## config.mk

```make
export PLATFORM = sky130hd
export DESIGN_NAME = irq_latch_ctrl
export DESIGN_NICKNAME = d
export VERILOG_FILES = /design/src/rtl/irq_latch_ctrl.sv
export SDC_FILE = /design/constraint.sdc
export NUM_CORES = 1
export LEC_CHECK = 0
export CAP_MARGIN = 20
export CORE_UTILIZATION = 35
export CTS_CLUSTER_SIZE = 10
export DETAILED_ROUTE_END_ITERATION = 7
export PLACE_DENSITY = 0.58
export SLEW_MARGIN = 15
export SYNTH_ARGS = -nofsm -noshare
export SYNTH_HDL_FRONTEND = slang
export SYNTH_SLANG_ARGS = --single-unit
export TNS_END_PERCENT = 30
```

## constraint.sdc

```tcl
create_clock -name clk -period 4.7 [get_ports clk]
set_clock_uncertainty 0.2 [all_clocks]
set_input_delay 1.41 -clock clk [delete_from_list [all_inputs] [get_ports clk]]
set_output_delay 1.41 -clock clk [all_outputs]
set_load 0.02 [all_outputs]
```

## src/rtl/irq_latch_ctrl.sv

```systemverilog
module irq_latch_ctrl #(
  parameter int NSRC = 32
) (
  input  logic            clk,
  input  logic            rst_n,
  input  logic [NSRC-1:0] src_i,
  input  logic            wr_en_i,
  input  logic [1:0]      wr_addr_i,
  input  logic [NSRC-1:0] wr_data_i,
  input  logic [1:0]      rd_addr_i,
  output logic [NSRC-1:0] rd_data_o,
  input  logic            msg_sent_i,
  output logic            irq_o
);
  localparam logic [1:0] A_STAT = 2'd0;
  localparam logic [1:0] A_MASK = 2'd1;
  localparam logic [1:0] A_PASS = 2'd2;
  localparam logic [1:0] A_CTRL = 2'd3;

  logic [NSRC-1:0] stat_q, mask_q, pass_q;
  logic            msg_mode_q;
  logic [NSRC-1:0] clr, stat_d;
  logic            wr_stat;

  assign wr_stat = wr_en_i && (wr_addr_i == A_STAT) && !msg_mode_q;

  always_comb begin
    clr    = (wr_stat ? wr_data_i : '0) | ((msg_mode_q && msg_sent_i) ? mask_q : '0);
    stat_d = (pass_q & src_i) | (~pass_q & (src_i | (stat_q & ~clr)));
  end

  always_ff @(posedge clk) begin
    if (!rst_n) begin
      stat_q     <= '0;
      mask_q     <= '0;
      pass_q     <= '0;
      msg_mode_q <= 1'b0;
    end else begin
      stat_q <= stat_d;
      if (wr_en_i) begin
        case (wr_addr_i)
          A_MASK:  mask_q     <= wr_data_i;
          A_PASS:  pass_q     <= wr_data_i;
          A_CTRL:  msg_mode_q <= wr_data_i[0];
          default: ;
        endcase
      end
    end
  end

  always_comb begin
    rd_data_o = '0;
    case (rd_addr_i)
      A_STAT:  rd_data_o = stat_q;
      A_MASK:  rd_data_o = mask_q;
      A_PASS:  rd_data_o = pass_q;
      default: rd_data_o[0] = msg_mode_q;
    endcase
  end

  assign irq_o = |(stat_q & mask_q);

  // R1, and R3: a set that meets a clear in the same cycle still lands
  assert_sticky_set_R1: assert property (@(posedge clk) disable iff (!rst_n)
    ((src_i & ~pass_q) != '0) |=>
      ((stat_q & $past(src_i & ~pass_q)) == $past(src_i & ~pass_q)));

  assert_hold_no_clear_R2: assert property (@(posedge clk) disable iff (!rst_n)
    (!wr_en_i && !msg_sent_i) |=>
      ((stat_q & $past(stat_q & ~pass_q)) == $past(stat_q & ~pass_q)));

  assert_msg_clear_R4: assert property (@(posedge clk) disable iff (!rst_n)
    (msg_mode_q && msg_sent_i) |=>
      ((stat_q & $past(mask_q & ~pass_q & ~src_i)) == '0));

  assert_pass_follow_R6: assert property (@(posedge clk) disable iff (!rst_n)
    1'b1 |=> ((stat_q & $past(pass_q)) == ($past(src_i) & $past(pass_q))));

  assert_rearm_R8: assert property (@(posedge clk) disable iff (!rst_n)
    $rose(irq_o) |-> $past((stat_q & mask_q) == '0));
endmodule

```

==> results_tabular.tex <==
\begin{tabular}{lr}
\hline
Metric & Value \\
\hline
\multicolumn{2}{l}{\textbf{Run status}} \\
\quad Run status & finished, final reports clean \\
\multicolumn{2}{l}{\textbf{Synthesis}} \\
\quad Post-synthesis instance total & 551 \\
\quad Distinct cell type count of the synthesized netlist & 26 \\
\quad Register area share after synthesis & 0.408 \\
\quad Synth warn & 0 \\
\quad Register bit count reported by yosys & 97 \\
\quad Syn nets & between 600 and 700 \\
\quad Post-synthesis instance area & 4760 sq um \\
\quad Post-Synthesis Mean Instance Area & 8.63 sq um \\
\multicolumn{2}{l}{\textbf{Power and ir drop}} \\
\quad Standby leakage power & roughly 2.4 nW \\
\quad Sequential fraction of design power & 0.446 \\
\quad Gate power share & 0.147 \\
\quad Clock share of power & 0.406 \\
\quad Int Power & approximately 1.5 mW \\
\quad Switching component of the power & 0.492 mW \\
\quad Worst voltage drop across the vdd grid & 244 uV \\
\quad Pwr Total & 2.01 mW \\
\quad Sw frac & 0.245 \\
\quad Areal power density over the cells & between 300 and 400 nW/um\^{}2 \\
\multicolumn{2}{l}{\textbf{STA}} \\
\quad Worst max-slew margin expressed relative to the limit & 0.472 \\
\quad Total count of hold-check failures in the final report & 0 \\
\quad Unrepaired setup endpoints after global routing & false \\
\quad Number of pins with negative max-slew slack in the final report & 0 \\
\quad Final setup vio count & 0 \\
\quad Highest clock rate & between 0.2 and 0.25 GHz \\
\quad Final setup margin & roughly 0.15 ns \\
\quad Worst-margin pin slew & 0.792 ns \\
\quad Final critical-path share of the clock period & 0.969 \\
\quad Min Tclk post-route & approximately 4.6 ns \\
\multicolumn{2}{l}{\textbf{GRT}} \\
\quad GRT Util Overall & 0.216 \\
\quad First-pass GRT wire length & roughly 24 mm \\
\quad Global route overflow & 0 \\
\quad Maximum number of pins on one net before global-route repair & between 90 and 100 \\
\quad Vias in the first global route & about 4400 \\
\quad Number of antenna violations at the first check in global routing & 0 \\
\multicolumn{2}{l}{\textbf{Final layout}} \\
\quad Non-Filler Instances & 820 \\
\quad Area of the multi-input gates & around 2600 sq um \\
\quad Fraction of layout cells with a size suffix above 1 & 0.0637 \\
\quad Ant diodes & 0 \\
\quad Commonest cells after routing, fill and taps aside & 159 x nand2\_1, 97 x dfxtp\_1, 70 x clkdlybuf4s50\_1 \\
\quad Sequential standard cell area & $\sim$1900 sq um \\
\quad Final layout net count & 712 \\
\quad Area overhead of the layout relative to synthesis & 30.5\% \\
\quad Most frequent standard cell in the layout excluding fill and tap cells & nand2\_1 \\
\quad Fill cell count & approximately 1300 \\
\multicolumn{2}{l}{\textbf{Clock tree}} \\
\quad Insertion delay of the later-clocked pin in the worst-skew pair & 0.35 ns \\
\quad CTS tree & yes \\
\quad Number of sinks driven by the clock tree & 97 \\
\quad Count of hold buffers inserted by post-cts repair & 0 \\
\quad Max clock buf depth & 2 \\
\quad Post-cts gate resize count & 32 \\
\quad Inserted Clock Buffers & 9 \\
\quad Number of buffers added for setup after CTS & 0 \\
\quad Count of H-tree levels built during CTS & 3 \\
\quad Clock Tree Root & clkbuf\_16 \\
\quad Clock Pin Slew Worst Setup and Hold Paths & $\sim$0.06 ns \\
\multicolumn{2}{l}{\textbf{Critical path}} \\
\quad Worst endpoint data arrival time & 2.94 ns \\
\quad Crit path largest cell delay & between 0.5 and 0.6 ns \\
\quad Cell Chain, Critical Path & clkdlybuf4s50\_1, nor2b\_2, buf\_12, nand2\_1, o21ai\_0, dlygate4sd2\_1 \\
\quad Crit path buffers/inverters & 3 \\
\quad Required time at the endpoint of the critical path & between 3 and 4 ns \\
\quad Kind of critical path & in2out \\
\quad Top Family by Delay on Critical Path & buffers and inverters \\
\quad Critical path startpoint category & input port \\
\quad Critical path peak fanout & 19 \\
\quad Critical-path cell with the highest stage delay & clkdlybuf4s50\_1 \\
\quad Critical Path Sink Type & primary output \\
\multicolumn{2}{l}{\textbf{Route}} \\
\quad Post-DRT Antenna Nets & 0 \\
\quad Violation count after the first detailed-route iteration & approximately 330 \\
\quad DR pass1 iterations & 5 \\
\quad WL/cell & approximately 18 um \\
\quad Via count & roughly 4400 \\
\quad Via density per instance & 5.31 \\
\quad Number of remaining DRC errors & 0 \\
\quad Routed wire length & 15.0 mm \\
\multicolumn{2}{l}{\textbf{Place}} \\
\quad Post-placement cell count & $\sim$810 \\
\quad Gpl congestion & between 0.7 and 0.8 \\
\quad Port bufs & 104 \\
\quad Worst setup slack before clock tree synthesis & -0.127 ns \\
\quad DP HPWL & a little under 10 mm \\
\multicolumn{2}{l}{\textbf{Job}} \\
\quad Count of maximum capacitance violations & 0 \\
\multicolumn{2}{l}{\textbf{Floorplan}} \\
\quad Area of the die & 14100 sq um \\
\quad Total number of placement rows & between 40 and 50 \\
\quad Top-level port count & between 100 and 150 \\
\quad Chip Height & approximately 120 um \\
\quad Chip width & roughly 120 um \\
\quad Initial core utilization & 0.359 \\
\quad Core Box Area & about 13000 sq um \\
\multicolumn{2}{l}{\textbf{Worst hold path}} \\
\quad Min-delay worst type & reg2reg \\
\hline
\end{tabular}
path summary, 6_finish.rpt:
check,from,end,slack [ns],cells after the start
max,rd_addr_i[0],rd_data_o[22],0.15,6
max reg2reg,msg_mode_q,stat_q[4],2.89,4
min,pass_q[4],pass_q[4],0.28,2
min reg2reg,pass_q[4],pass_q[4],0.28,2
Yosys cell counts:
cell type	count	area [sq um]
clkbuf_1	12	45.0
a221oi_1	27	236
a21boi_0	53	398
dlymetal6s4s_1	1	12.5
a21boi_1	11	82.6
nand3b_1	2	15.0
or2b_1	7	52.6
and2_1	1	6.26
nor4b_4	1	23.8
or4_1	1	7.51
buf_4	8	60.1
nand2_1	159	597
buf_6	4	45.0
a221oi_2	5	75.1
nand3_1	1	5.00
mux4_2	1	22.5
nand4_1	4	25.0
nor2b_1	2	12.5
a22oi_1	16	120
and3b_2	2	20.0
nand2b_1	25	156
buf_2	16	80.1
dfxtp_1	97	1940
o21a_1	32	240
o21ai_0	31	155
mux2i_1	32	320
tightest hold or removal path, stage by stage (launching register included):
cell	delay [ns]
dfxtp_1	0.31
nand2_1	0.05
a21boi_0	0.06
metrics by stage:
| stage | TNS (ns) | cell area, sq um | util | hold slack (ns) |
|---|---|---|---|---|
| after floorplan | 0 | 4760 | - | 0.248 |
| after global placement | -1.75 | 5920 | 0.447 | 0.258 |
| after detailed placement | -2.41 | 5920 | 0.447 | 0.267 |
| after CTS | 0 | 6210 | 0.469 | 0.277 |
| after global routing | 0 | 6210 | 0.469 | 0.301 |
| final | 0 | 6210 | 0.469 | 0.275 |
routing by layer:
| layer | track usage | share of wire |
|---|---|---|
| met1 | 0.275 | 0.44 |
| met2 | 0.364 | 0.48 |
| met3 | 0.0478 | 0.066 |
| met4 | 0.0601 | 0.010 |
| met5 | 0 | 0 |
cells by family (layout without fill, tap and decap cells):
kind of cell           Yosys count  count (layout)  synth area share
buffers and inverters           41             134            0.0510
multiplexers                    33              33            0.0721
flip-flops                      97              97             0.408
AND/OR/NAND/NOR                205             205             0.194
AO/OA/AOI/OAI                  175             175             0.275
power by group through the flow:
stage	Sequential (mW)	Combinational [mW]	Clock, mW
6_report	0.897	0.296	0.817
5_1_grt	0.901	0.319	0.870
2_1_floorplan	0.902	0.162	0
4_1_cts	0.896	0.298	0.836
3_5_place_dp	0.915	0.308	0
3_3_place_gp	0.913	0.304	0
sequential cells by signal (all words and copies together), names as in the netlist:
signal,flops
mask_q,32
pass_q,32
stat_q,32
msg_mode_q,1
area by class of cell:
cell class              count  area share
clock buffers              13      0.0435
clock inverters             2     0.00968
repair buffers            119       0.184
flip-flops and latches     97       0.313
well taps                 176      0.0355
multi-input cells         413       0.415
Power figures use the tool's default switching activity.
